File: src/rtl/cfghdr_pkg.sv
package cfghdr_pkg;

  typedef enum logic [1:0] {
    ST_IDLE    = 2'd0,
    ST_COLLECT = 2'd1,
    ST_DONE    = 2'd2,
    ST_FAULT   = 2'd3
  } hdr_state_e;

  typedef enum logic [1:0] {
    RATIO_X1 = 2'd0,
    RATIO_X2 = 2'd1,
    RATIO_X4 = 2'd2,
    RATIO_X8 = 2'd3
  } ratio_e;

endpackage

File: src/rtl/hdr_beat_counter.sv
module hdr_beat_counter #(
  parameter int ENC_IDX = 69,
  parameter int CMP_IDX = 229,
  parameter int CNT_W   = 8
) (
  input  logic clk,
  input  logic rst_n,
  input  logic clr_i,
  input  logic beat_i,
  output logic hit_enc_o,
  output logic hit_cmp_o
);

  localparam logic [CNT_W-1:0] ENC_AT = CNT_W'(ENC_IDX);
  localparam logic [CNT_W-1:0] CMP_AT = CNT_W'(CMP_IDX);

  logic [CNT_W-1:0] idx_q;

  // Index of the word currently on the stream; it moves only on accepted beats.
  always_ff @(posedge clk or negedge rst_n) begin
    if (!rst_n)      idx_q <= '0;
    else if (clr_i)  idx_q <= '0;
    else if (beat_i && idx_q != CMP_AT) idx_q <= idx_q + 1'b1;
  end

  assign hit_enc_o = beat_i && (idx_q == ENC_AT);
  assign hit_cmp_o = beat_i && (idx_q == CMP_AT);

endmodule

File: src/rtl/hdr_flag_capture.sv
module hdr_flag_capture #(
  parameter int DATA_W = 32
) (
  input  logic              clk,
  input  logic              rst_n,
  input  logic              clr_i,
  input  logic              enc_hit_i,
  input  logic [DATA_W-1:0] data_i,
  output logic              enc_o,
  output logic              cmp_now_o
);

  logic enc_q;

  always_ff @(posedge clk or negedge rst_n) begin
    if (!rst_n)         enc_q <= 1'b0;
    else if (clr_i)     enc_q <= 1'b0;
    else if (enc_hit_i) enc_q <= |data_i[3:2];
  end

  assign enc_o     = enc_q;
  // Compression flag is active low in the header; only meaningful on the word 229 beat.
  assign cmp_now_o = ~data_i[1];

endmodule

File: src/rtl/ratio_encode.sv
module ratio_encode
  import cfghdr_pkg::*;
(
  input  logic       enc_i,
  input  logic       cmp_i,
  input  logic       wide_i,
  output logic [1:0] code_o
);

  logic [1:0] narrow;

  always_comb begin
    if (cmp_i)      narrow = RATIO_X4;
    else if (enc_i) narrow = RATIO_X2;
    else            narrow = RATIO_X1;
    // One encoding step doubles the ratio; x1 is never doubled.
    if (wide_i && (enc_i || cmp_i)) code_o = narrow + 2'd1;
    else                            code_o = narrow;
  end

endmodule

File: src/rtl/cfg_ratio_sel.sv
module cfg_ratio_sel
  import cfghdr_pkg::*;
#(
  parameter int DATA_W  = 32,
  parameter int LEN_W   = 16,
  parameter int ENC_IDX = 69,
  parameter int CMP_IDX = 229,
  parameter int MIN_LEN = CMP_IDX + 1
) (
  input  logic              clk,
  input  logic              rst_n,
  input  logic              start_i,
  input  logic [LEN_W-1:0]  len_i,
  input  logic              wide_i,
  input  logic              s_valid_i,
  input  logic [DATA_W-1:0] s_data_i,
  output logic              s_ready_o,
  output logic [1:0]        ratio_code_o,
  output logic              ratio_vld_o,
  output logic              wide_sel_o,
  output logic              err_o
);

  localparam int CNT_W = $clog2(CMP_IDX + 2);
  localparam logic [LEN_W-1:0] LEN_MIN = LEN_W'(MIN_LEN);

  hdr_state_e state_q;
  logic       beat, hit_enc, hit_cmp, enc_flag, cmp_now, short_len;
  logic [1:0] code_next;

  assign s_ready_o = 1'b1;
  assign short_len = len_i < LEN_MIN;
  assign beat      = s_valid_i && s_ready_o && !start_i && (state_q == ST_COLLECT);

  hdr_beat_counter #(
    .ENC_IDX (ENC_IDX),
    .CMP_IDX (CMP_IDX),
    .CNT_W   (CNT_W)
  ) u_cnt (
    .clk       (clk),
    .rst_n     (rst_n),
    .clr_i     (start_i),
    .beat_i    (beat),
    .hit_enc_o (hit_enc),
    .hit_cmp_o (hit_cmp)
  );

  hdr_flag_capture #(
    .DATA_W (DATA_W)
  ) u_flags (
    .clk       (clk),
    .rst_n     (rst_n),
    .clr_i     (start_i),
    .enc_hit_i (hit_enc),
    .data_i    (s_data_i),
    .enc_o     (enc_flag),
    .cmp_now_o (cmp_now)
  );

  ratio_encode u_enc (
    .enc_i  (enc_flag),
    .cmp_i  (cmp_now),
    .wide_i (wide_sel_o),
    .code_o (code_next)
  );

  always_ff @(posedge clk or negedge rst_n) begin
    if (!rst_n) begin
      state_q      <= ST_IDLE;
      ratio_code_o <= RATIO_X1;
      ratio_vld_o  <= 1'b0;
      wide_sel_o   <= 1'b0;
      err_o        <= 1'b0;
    end else if (start_i) begin
      state_q      <= short_len ? ST_FAULT : ST_COLLECT;
      err_o        <= short_len;
      wide_sel_o   <= wide_i;
      ratio_code_o <= RATIO_X1;
      ratio_vld_o  <= 1'b0;
    end else begin
      ratio_vld_o <= 1'b0;
      if (hit_cmp) begin
        ratio_code_o <= code_next;
        ratio_vld_o  <= 1'b1;
        state_q      <= ST_DONE;
      end
    end
  end

endmodule

File: config.mk
export PLATFORM = sky130hd
export DESIGN_NAME = cfg_ratio_sel
export DESIGN_NICKNAME = d
export VERILOG_FILES = /design/src/rtl/cfghdr_pkg.sv /design/src/rtl/hdr_beat_counter.sv /design/src/rtl/hdr_flag_capture.sv /design/src/rtl/ratio_encode.sv /design/src/rtl/cfg_ratio_sel.sv
export SDC_FILE = /design/constraint.sdc
export NUM_CORES = 1
export LEC_CHECK = 0
export BUFFER_PORTS_ARGS = -buffer_cell sky130_fd_sc_hd__buf_2
export CELL_PAD_IN_SITES_DETAIL_PLACEMENT = 1
export CELL_PAD_IN_SITES_GLOBAL_PLACEMENT = 1
export CORE_MARGIN = 1
export CORE_UTILIZATION = 26
export DETAILED_ROUTE_END_ITERATION = 12
export PLACE_DENSITY = 0.83
export SLEW_MARGIN = 20
export SYNTH_ARGS = -nofsm -noshare
export SYNTH_HDL_FRONTEND = slang
export SYNTH_SLANG_ARGS = --single-unit
File: constraint.sdc
create_clock -name clk -period 1.58 [get_ports clk]
set_input_delay 0.158 -clock clk [delete_from_list [all_inputs] [get_ports clk]]
set_output_delay 0.158 -clock clk [all_outputs]
set_load 0.02 [all_outputs]
==> results.json <==
{
  "status": "completed",
  "synthCells": 84,
  "track_usage": 0.1278,
  "p_leak_nw": 0.5603,
  "finalCritPeriodShare": 0.9571,
  "whs_endpoint": "wide_sel_o$_DFFE_PN0P_",
  "cts-buffers-inserted": 3,
  "path_cells": "ha_1 -> and4bb_2 -> a211oi_2 -> mux2_4",
  "hold_slack_ps": 100.5,
  "grt_pass1_wl_um": 3477,
  "final_util": 0.3551,
  "numPlacedInstances": 159,
  "clk_pin_slew_worst_paths_ps": 90,
  "worst-path-max-fanout": 3,
  "ys_seq_elements": 16,
  "worstPathArrival_ps": 1690,
  "ys_types": 36,
  "coreArea_um2": 3337,
  "rows": 21,
  "reg2regPathDepth": 4,
  "syn_area_um2": 907.1,
  "critPathLaunch": "u_cnt.idx_q[0]$_DFFE_PN0P_",
  "synth_compound_area_frac": 0.1076,
  "final_cell_mix": "buf_2, dfrtp_1, buf_4, nand2b_1",
  "critPathSlowestCell": "dfrtp_1",
  "n_fill_cell": 411,
  "final_common_cell": "buf_2",
  "vias_per_cell": 4.873,
  "worst_slack_ps": 67.85,
  "start_util": 0.2718,
  "area_delta_synth_final_pct": 30.62,
  "drive_gt1_frac": 0.3917,
  "gp_congestion": 0.7335,
  "hold_depth": 2,
  "cts.path.max_buffers": 2,
  "min_from": "wide_i",
  "r2r_setup_slack_ps": 70,
  "dieArea_um2": 3729,
  "dp_slack_ps": 23.71,
  "end_kind": "flop",
  "postPlaceCellArea_um2": 1112,
  "maxSlewViolCount": 0,
  "synthArstFlopShare": 1.000,
  "peakVddDrop_v": 0.0003248,
  "final.setup_skew_ps": 3.482,
  "synth-xor-area-share": 0,
  "fp.dieH_um": 61.07,
  "postSynthAreaPerCell_um2": 10.80,
  "period_needed_ps": 1512,
  "setup_tns_ps": 0,
  "critPathKind": "flop to flop",
  "finalPower_mw": 0.8255,
  "layout.nets": 176,
  "slowest_delay_ps": 400,
  "cts_sinks": 16,
  "wire_per_inst_um": 13.39,
  "start_kind": "flop",
  "grt_overflow": 0,
  "synthMuxAreaShare": 0.1062,
  "drc": 0,
  "fin_cells": 166,
  "io_pins": 59,
  "tritoncts": "built",
  "synth_enable_flop_cells": 0,
  "grt_max_degree": 17,
  "hold_path.class": "primary input to flop",
  "synth_top_family_by_area": "simple AND/OR/NAND/NOR gates",
  "syn_nets": 139,
  "r2r_end": "u_cnt.idx_q[3]$_DFFE_PN0P_",
  "fmax_mhz": 661.3,
  "portBuffers": 27,
  "r2r_start": "u_cnt.idx_q[0]$_DFFE_PN0P_",
  "yosysWarnings": 0,
  "drt_iter0_markers": 7,
  "worstPathRequired_ps": 1750,
  "power.density_nw_per_um2": 696.7,
  "synth_fa_ha_area_frac": 0.02759,
  "yosys.area_share.simple": 0.2731,
  "first_global_vias": 793,
  "synth_top_flop_cell": "dfrtp_1",
  "antenna_found_initial": 0,
  "clkLatencyLatePin_ps": 280,
  "ant_nets": 0,
  "vias": 809,
  "first_pass_iters": 3,
  "routed_wirelength_um": 2223,
  "cts_root_buf": "clkbuf_4",
  "insertedDiodeCount": 0,
  "final_cell_area_um2": 1185,
  "cap_violations": 0,
  "die_x_um": 61.07,
  "htree_levels": 1,
  "dp_hpwl_um": 1677,
  "setup_viol_count_final": 0,
  "ys_seq_area_frac": 0.4414,
  "hold_violations": 0
}
## how the worst max path moves through the flow
| stage | to | slack [ps] | cells after the start |
|---|---|---|---|
| global placement | u_cnt.idx_q[3]$_DFFE_PN0P_ | 90 | 4 |
| floorplan | u_cnt.idx_q[3]$_DFFE_PN0P_ | 40 | 4 |
| detailed placement | u_cnt.idx_q[1]$_DFFE_PN0P_ | 20 | 5 |
| CTS | u_cnt.idx_q[3]$_DFFE_PN0P_ | 20 | 4 |
| global route | u_cnt.idx_q[2]$_DFFE_PN0P_ | -10 | 6 |
| finish | u_cnt.idx_q[3]$_DFFE_PN0P_ | 70 | 4 |
## layout make-up
| cell class | count | area, um2 | share of cell area |
|---|---|---|---|
| Inverter | 3 | 11.26 | 0.009504 |
| Timing Repair Buffer | 35 | 197.7 | 0.1668 |
| Tap cell | 46 | 57.56 | 0.04857 |
| Clock buffer | 4 | 36.28 | 0.03062 |
| Multi-Input combinational cell | 62 | 481.7 | 0.4065 |
| Sequential cell | 16 | 400.4 | 0.3379 |
## flip-flops by register name, summed over array words and instances, names as in the netlist
name           cells
ratio_code_o       2
ratio_vld_o        1
err_o              1
state_q            2
u_flags.enc_o      1
wide_sel_o         1
u_cnt.idx_q        8
## routing by layer
layer	part of all wire	global-route usage	up-vias
met4	0.0045	0.02922	0
met1	0.40	0.1429	403
met3	0.048	0.04412	2
met5	0	0	-
met2	0.55	0.2329	23
li1	-	-	381
## logic make-up (layout without fill, tap and decap cells)
family | Yosys count | count (layout)
multiplexers | 9 | 9
flip-flops | 16 | 16
adder cells (fa/ha/maj) | 2 | 2
buffers and inverters | 6 | 42
AO/OA/AOI/OAI | 14 | 14
AND/OR/NAND/NOR | 36 | 36
other | 1 | 1
## synthesized netlist by cell type, types with 2 or more instances
cell type | n | area (um2)
mux2i_1 | 4 | 40.04
a31oi_1 | 2 | 12.51
and3_1 | 2 | 12.51
dfrtp_1 | 16 | 400.4
mux2_2 | 2 | 22.52
nand4_1 | 2 | 12.51
mux2_1 | 3 | 33.78
nand2b_1 | 5 | 31.28
a21oi_1 | 4 | 20.02
nand2_1 | 3 | 11.26
inv_1 | 3 | 11.26
ha_1 | 2 | 25.02
nor2b_1 | 4 | 25.02
nor4_1 | 2 | 12.51
o22ai_1 | 2 | 12.51
and4bb_2 | 2 | 25.02
nand3_1 | 3 | 15.01
nor3_1 | 2 | 10.01
nor2_1 | 4 | 15.01
## timing repair
action,CTS,global route
buffers inserted,0,2
setup endpoints to repair,1,4
resized for setup,1,1
gates cloned,0,0
pin swaps,0,1
hold buffers,1,0
endpoints found under the hold margin,16,0
## critical path, delay by kind of cell (launching register included)
family                     cells  cell delay (ps)
muxes                          1              320
AOI/OAI and AO/OA              1              220
DFF                            1              400
and+or+nand+nor                1              270
adders and majority gates      1              200
## power by group
| part | internal (mW) | switching (mW) | total, mW |
|---|---|---|---|
| clock network | 0.140 | 0.128 | 0.268 |
| logic | 0.0660 | 0.0648 | 0.131 |
| registers | 0.419 | 0.00789 | 0.427 |
| total | 0.625 | 0.200 | 0.826 |
Note: power is estimated with default switching activity, not from simulation.
